`src/rtl/twb_pkg.sv`:
```
package twb_pkg;

    typedef enum logic [2:0] {
        S_IDLE, S_ADDR, S_CMD, S_HI, S_LO, S_READ
    } state_e;

    typedef enum logic [3:0] {
        OP_NOP    = 4'd0,
        OP_STOP   = 4'd1,
        OP_PLAY   = 4'd2,
        OP_REC    = 4'd3,
        OP_CUE    = 4'd4,
        OP_DREAD  = 4'd5,
        OP_DWRITE = 4'd6,
        OP_ERASE  = 4'd7,
        OP_DENTER = 4'd8,
        OP_DEXIT  = 4'd9
    } op_e;

    // values equal the wire encoding of the register selector
    typedef enum logic [2:0] {
        RS_NONE = 3'd0,
        RS_ADDR = 3'd1,
        RS_CFG0 = 3'd2,
        RS_CFG1 = 3'd3,
        RS_CFG2 = 3'd4
    } rsel_e;

    typedef struct packed {
        state_e      st;
        rsel_e       rsel;
        op_e         op;
        logic        pu;
        logic        drop;
        logic [7:0]  hi;
        logic [1:0]  rd_idx;
        logic [15:0] addr;
        logic [15:0] cfg0;
        logic [15:0] cfg1;
        logic [15:0] cfg2;
        logic        pd;
        logic        prb;
        logic        ack_v;
        logic        ack_b;
        logic        cmd_v;
        op_e         cmd_op;
    } fe_regs_t;

endpackage

```
`src/rtl/twb_cmd_decode.sv`:
```
module twb_cmd_decode
    import twb_pkg::*;
(
    input  logic [7:0] cmd_byte,
    output logic       pwr_up,
    output op_e        op,
    output rsel_e      rsel
);
    always_comb begin
        pwr_up = cmd_byte[7];
        unique case (cmd_byte[6:3])
            4'b0000: op = OP_STOP;
            4'b0101: op = OP_PLAY;
            4'b0010: op = OP_REC;
            4'b0111: op = OP_CUE;
            4'b1100: op = OP_DREAD;
            4'b1001: op = OP_DWRITE;
            4'b1010: op = OP_ERASE;
            4'b1000: op = cmd_byte[7] ? OP_DENTER : OP_DEXIT;
            default: op = OP_NOP;
        endcase
        unique case (cmd_byte[2:0])
            3'b001:  rsel = RS_ADDR;
            3'b010:  rsel = RS_CFG0;
            3'b011:  rsel = RS_CFG1;
            3'b100:  rsel = RS_CFG2;
            default: rsel = RS_NONE;
        endcase
    end
endmodule

```
`src/rtl/twb_irq_flags.sv`:
```
module twb_irq_flags (
    input  logic clk,
    input  logic rst_n,
    input  logic eom_evt,
    input  logic ovf_evt,
    input  logic clr,
    output logic eom,
    output logic ovf,
    output logic irq_n
);
    logic eom_d, eom_q, ovf_d, ovf_q, irq_n_d, irq_n_q;

    always_comb begin
        // a new event outranks the clear of the same cycle
        eom_d   = eom_evt | (eom_q & ~clr);
        ovf_d   = ovf_evt | (ovf_q & ~clr);
        irq_n_d = ~(eom_d | ovf_d);
    end

    always_ff @(posedge clk or negedge rst_n) begin
        if (!rst_n) begin
            eom_q   <= 1'b0;
            ovf_q   <= 1'b0;
            irq_n_q <= 1'b1;
        end else begin
            eom_q   <= eom_d;
            ovf_q   <= ovf_d;
            irq_n_q <= irq_n_d;
        end
    end

    assign eom   = eom_q;
    assign ovf   = ovf_q;
    assign irq_n = irq_n_q;
endmodule

```
`src/rtl/twb_cmd_front.sv`:
```
module twb_cmd_front
    import twb_pkg::*;
#(
    parameter logic [4:0] ADDR_HI  = 5'b10000,
    parameter logic [2:0] DEV_ID   = 3'b001,
    parameter int         BLK_BITS = 5
) (
    input  logic        clk,
    input  logic        rst_n,
    input  logic [1:0]  addr_pins,
    input  logic        bus_start,
    input  logic        bus_stop,
    input  logic        rx_valid,
    input  logic [7:0]  rx_byte,
    output logic        ack_valid,
    output logic        ack_bit,
    output logic [7:0]  tx_byte,
    input  logic        tx_done,
    input  logic        ready_in,
    input  logic        eom_evt,
    input  logic        ovf_evt,
    output logic        cmd_valid,
    output logic [3:0]  cmd_op,
    output logic [15:0] cmd_addr,
    output logic [15:0] cfg0,
    output logic [15:0] cfg1,
    output logic [15:0] cfg2,
    output logic        pwr_down,
    output logic        irq_n
);
    localparam int         BYTE_W   = 8;
    localparam int         REG_W    = 2 * BYTE_W;
    localparam logic [7:0] BLK_MASK = ~((8'd1 << BLK_BITS) - 8'd1);

    fe_regs_t q, d;

    logic        dec_pu;
    op_e         dec_op;
    rsel_e       dec_rsel;
    logic        commit, c_pu, c_drop, rd_clr;
    op_e         c_op;
    rsel_e       c_rsel;
    logic [REG_W-1:0] c_val;
    logic        eom_f, ovf_f;

    twb_cmd_decode u_dec (
        .cmd_byte (rx_byte),
        .pwr_up   (dec_pu),
        .op       (dec_op),
        .rsel     (dec_rsel)
    );

    twb_irq_flags u_flags (
        .clk     (clk),
        .rst_n   (rst_n),
        .eom_evt (eom_evt),
        .ovf_evt (ovf_evt),
        .clr     (rd_clr),
        .eom     (eom_f),
        .ovf     (ovf_f),
        .irq_n   (irq_n)
    );

    always_comb begin
        d        = q;
        d.ack_v  = 1'b0;
        d.cmd_v  = 1'b0;
        commit   = 1'b0;
        c_val    = '0;
        c_op     = q.op;
        c_pu     = q.pu;
        c_rsel   = q.rsel;
        c_drop   = q.drop;
        rd_clr   = 1'b0;

        if (bus_start) begin
            d.st = S_ADDR;
        end else if (bus_stop) begin
            d.st = S_IDLE;
        end else begin
            if (rx_valid) begin
                d.ack_v = 1'b1;
                d.ack_b = 1'b0;
                unique case (q.st)
                    S_ADDR: begin
                        if (rx_byte[7:1] == {ADDR_HI, addr_pins}) begin
                            d.ack_b  = 1'b1;
                            d.rd_idx = 2'd0;
                            d.st     = rx_byte[0] ? S_READ : S_CMD;
                        end else begin
                            d.st = S_IDLE;
                        end
                    end
                    S_CMD: begin
                        d.ack_b = 1'b1;
                        d.pu    = dec_pu;
                        d.op    = dec_op;
                        d.rsel  = dec_rsel;
                        d.drop  = ~ready_in;
                        c_pu    = dec_pu;
                        c_op    = dec_op;
                        c_rsel  = dec_rsel;
                        c_drop  = ~ready_in;
                        if (dec_rsel == RS_NONE) begin
                            commit = 1'b1;
                            d.st   = S_IDLE;
                        end else begin
                            d.st = S_HI;
                        end
                    end
                    S_HI: begin
                        d.ack_b = 1'b1;
                        d.hi    = rx_byte;
                        d.st    = S_LO;
                    end
                    S_LO: begin
                        d.ack_b = 1'b1;
                        c_val   = {q.hi, rx_byte};
                        commit  = 1'b1;
                        d.st    = S_IDLE;
                    end
                    default: d.ack_b = 1'b0;
                endcase
            end
            if (tx_done && q.st == S_READ) begin
                rd_clr = (q.rd_idx == 2'd0);
                if (q.rd_idx != 2'd3) d.rd_idx = q.rd_idx + 2'd1;
            end
        end

        if (commit && !c_drop) begin
            d.pd = ~c_pu;
            unique case (c_rsel)
                RS_ADDR: d.addr = c_val;
                RS_CFG0: d.cfg0 = c_val;
                RS_CFG1: d.cfg1 = c_val;
                RS_CFG2: d.cfg2 = c_val;
                default: ;
            endcase
            if (c_op != OP_NOP) begin
                d.cmd_v  = 1'b1;
                d.cmd_op = c_op;
            end
            if (c_op == OP_PLAY) d.prb = 1'b1;
            if (c_op == OP_REC)  d.prb = 1'b0;
        end
    end

    always_ff @(posedge clk or negedge rst_n) begin
        if (!rst_n) begin
            q    <= '0;
            q.pd <= 1'b1;
        end else begin
            q <= d;
        end
    end

    always_comb begin
        unique case (q.rd_idx)
            2'd0:    tx_byte = {eom_f, ovf_f, ready_in, q.pd, q.prb, DEV_ID};
            2'd1:    tx_byte = q.addr[15:8];
            2'd2:    tx_byte = q.addr[7:0] & BLK_MASK;
            default: tx_byte = 8'hFF;
        endcase
    end

    assign ack_valid = q.ack_v;
    assign ack_bit   = q.ack_b;
    assign cmd_valid = q.cmd_v;
    assign cmd_op    = q.cmd_op;
    assign cmd_addr  = q.addr;
    assign cfg0      = q.cfg0;
    assign cfg1      = q.cfg1;
    assign cfg2      = q.cfg2;
    assign pwr_down  = q.pd;
endmodule

```
`config.mk`:
```
export PLATFORM = sky130hd
export DESIGN_NAME = twb_cmd_front
export DESIGN_NICKNAME = d
export VERILOG_FILES = /design/src/rtl/twb_pkg.sv /design/src/rtl/twb_cmd_decode.sv /design/src/rtl/twb_irq_flags.sv /design/src/rtl/twb_cmd_front.sv
export SDC_FILE = /design/constraint.sdc
export NUM_CORES = 1
export LEC_CHECK = 0
export ABC_CLOCK_PERIOD_IN_PS = 3500
export BUFFER_PORTS_ARGS = -buffer_cell sky130_fd_sc_hd__buf_2
export CAP_MARGIN = 20
export CORE_ASPECT_RATIO = 0.6
export CORE_MARGIN = 8
export CORE_UTILIZATION = 40
export CTS_CLUSTER_SIZE = 14
export DETAILED_ROUTE_END_ITERATION = 10
export PLACE_DENSITY_LB_ADDON = 0.25
export SLEW_MARGIN = 30
export SYNTH_ARGS = -nofsm -noshare
export SYNTH_HDL_FRONTEND = slang
export SYNTH_SLANG_ARGS = --single-unit
```
`constraint.sdc`:
```
create_clock -name clk -period 3.5 [get_ports clk]
set_input_delay 0.7 -clock clk [delete_from_list [all_inputs] [get_ports clk]]
set_output_delay 0.7 -clock clk [all_outputs]
set_load 0.01 [all_outputs]
```
==> flow_metrics.tcl <==
set metrics [dict create \
    grt_pass1_vias 3281 \
    yosysMostFrequentCell "dfrtp_1" \
    hold_class "input port to asynchronous set/reset pin" \
    synth_cell_types 57 \
    core_sq_um 12100 \
    num_antenna_cells 0 \
    outcome "completed" \
    cts_resized 0 \
    ys.flop_type "dfrtp_1" \
    drc 0 \
    finalCriticalPeriod_ns 2.77 \
    hpwl_mm 8.81 \
    cts_buffer_depth 2 \
    dr.pass1.iters 4 \
    drt_iter0_drc 146 \
    tightestPinTransition_ns 0.741 \
    period_share 0.792 \
    postCtsSetupBuffers 0 \
    tritoncts "yes" \
    share_seq_of_total_power 0.502 \
    synth_area_sq_um 4960 \
    critPathArrivalTime_ns 2.99 \
    clock_sinks 98 \
    timing.setup.tns_ns 0 \
    async_flop_share 1.00 \
    ys_seq_area_frac 0.495 \
    pin_count 100 \
    ctsRootBufferMaster "clkbuf_16" \
    power.total_uw 2280 \
    grt_antenna_before_repair 0 \
    clock_latency_ns 0.33 \
    initial_core_util 0.411 \
    cts_hold_buffers 0 \
    wl_per_cell_um 19.0 \
    finalSetupViolations 0 \
    peakVddDrop_uv 225 \
    end_kind "register" \
    path_clk_slew_ns 0.07 \
    htreeDepth 3 \
    p_leak_uw 0.00287 \
    combPwrFrac 0.042 \
    maxSlewViolCount 0 \
    rows 31 \
    grt_pass1_wl_mm 18.5 \
    grtUsageTotal 0.146 \
    cp.required_ns 3.72 \
    slew_headroom 0.502 \
    hold_viol_final 0 \
    syn_inst 417 \
    port_buffers 99 \
    pwr-share-clk 0.456 \
    vias 3135 \
    rsz0062_at_grt "false" \
    avgSynthCellArea_sq_um 11.9 \
    routed_wl_mm 11.9 \
    synth-edff-count 0 \
    max_cap_violations 0 \
    viasPerCell 5.02 \
    crit_path_start_kind "input port" \
    yosysTopAreaCell "dfrtp_1" \
    critPathMaxFanout 16 \
    syn_to_final_growth_pct 11.3 \
    layoutNonFillerInstCount 625 \
    die_h_um 102 \
    drive_gt1_frac 0.452 \
    startpoint "bus_stop" \
    synth_top_cells_by_area "dfrtp_1 (48%), mux2_2 (13%), buf_4 (10%), mux2_4 (3.0%), and2_1 (2.0%)" \
    synth_seq_cells 98 \
    dp.cells 609 \
    die_width_um 160 \
    gp_congestion 0.817 \
    drt.antenna.violating_nets 0 \
    cts_made_buffers 9 \
    switching_power_uw 489 \
    reg2reg_from "q[92]" \
    grt-ovfl-total 0 \
    internal_power_uw 1790 \
    synth_nets 441 \
    fillers 1118 \
    synth_common_cells "dfrtp_1 (96), buf_4 (69), mux2_2 (59)" \
    power_density_nw_per_um2 412 \
    skew_ns 0.00570 \
    netlist.area_leader.share 0.484 \
    fmax_ghz 0.361 \
    yosysWarnings 0 \
    finalNetCount 479 \
    dieArea_sq_um 16300 \
    p_sw_frac 0.215 \
    grt_max_degree 94 \
    critical_path_class "input port to register" \
]
-- cells by family (layout without fill, tap and decap cells) --
family / Yosys count / in the layout / share of synthesized area
XOR/XNOR: 5 / 5 / 0.00883
adder cells (fa/ha/maj): 5 / 5 / 0.0126
AND/OR/NAND/NOR: 83 / 83 / 0.0989
buffers and inverters: 96 / 139 / 0.131
multiplexers: 73 / 73 / 0.173
flip-flops: 98 / 98 / 0.495
AO/OA/AOI/OAI: 57 / 57 / 0.0807
-- cells in the final DEF (no fill, tap or decap), types with 2 or more instances in the layout --
| master | instances |
|---|---|
| mux2_4 | 10 |
| buf_4 | 9 |
| a31oi_1 | 4 |
| o311ai_0 | 2 |
| nand2_1 | 21 |
| o21ai_0 | 13 |
| a21oi_1 | 9 |
| nand2b_1 | 7 |
| nor3_4 | 2 |
| dfstp_2 | 2 |
| o22ai_1 | 3 |
| mux2_2 | 59 |
| a22oi_1 | 5 |
| buf_12 | 4 |
| or3_1 | 3 |
| nand3_1 | 5 |
| inv_6 | 2 |
| a211oi_1 | 2 |
| o21a_1 | 2 |
| nor4bb_1 | 2 |
| nand3b_1 | 2 |
| dfrtp_1 | 96 |
| nor3b_1 | 2 |
| a221o_1 | 2 |
| nor2_1 | 7 |
| a32oi_1 | 2 |
| buf_2 | 98 |
| mux2_1 | 3 |
| nor2b_1 | 2 |
| xnor2_1 | 4 |
| inv_1 | 12 |
| clkbuf_16 | 9 |
| ha_1 | 5 |
| and2_1 | 16 |
| clkbuf_8 | 3 |
| nor3_1 | 4 |
| a21o_1 | 4 |
-- power by group through the flow --
stage	clock network, uW	registers [uW]	logic, uW
after floorplan	0	1170	36.9
after global placement	0	1160	95.5
after detailed placement	0	1160	97.1
after CTS	1060	1140	97.3
after global routing	1110	1140	107
final	1040	1140	95.6
-- layout make-up --
class / count / area (sq um) / area share
flip-flops and latches: 98 / 2450 / 0.445
multi-input cells: 223 / 1860 / 0.336
repair buffers: 111 / 638 / 0.116
clock buffers: 12 / 267 / 0.0483
well taps: 165 / 206 / 0.0374
clock inverters: 4 / 55.1 / 0.00997
inverters: 12 / 45.0 / 0.00816
-- path summary, 6_finish.rpt --
check / endpoint / slack, ns / depth (start not counted)
min in group clk: q[84] / 0.47 / 2
max in group asynchronous: pwr_down / 2.63 / 2
worst max-delay path: cfg2[6] / 0.73 / 6
worst max register to register: cfg2[6] / 0.77 / 5
worst min register to register: q[84] / 0.47 / 2
worst min-delay path: ack_bit / 0.16 / 1
-- sequential cells by signal, summed over array words and instances, names as in the netlist --
signal / cells
ack_bit: 1
ack_valid: 1
cfg0: 16
cfg1: 16
cfg2: 16
cmd_addr: 16
cmd_op: 4
cmd_valid: 1
pwr_down: 1
q: 23
u_flags.eom: 1
u_flags.irq_n: 1
u_flags.ovf: 1
-- worst max-delay path, stage by stage --
cell	delay, ns
buf_2	0.13
or4b_1	0.72
a221o_2	0.53
a211oi_4	0.24
buf_4	0.29
mux2_2	0.37
-- metal layers --
layer | share of wire | vias up | GRT usage
met5 | 0 | - | 0
met4 | 0.0055 | 0 | 0.0303
met3 | 0.087 | 6 | 0.0583
met2 | 0.42 | 115 | 0.219
met1 | 0.49 | 1552 | 0.197
li1 | - | 1462 | -
-- metrics by stage --
stage	cell area, sq um	setup slack [ns]	utilization	hold slack (ns)
2_1_floorplan	4960	0.635	-	0.404
3_3_place_gp	5200	0.436	0.431	0.455
3_5_place_dp	5200	0.392	0.431	0.466
4_1_cts	5520	0.738	0.458	0.155
5_1_grt	5520	0.629	0.458	0.153
6_report	5520	0.728	0.458	0.163
Note: power is estimated with default switching activity, not from simulation.
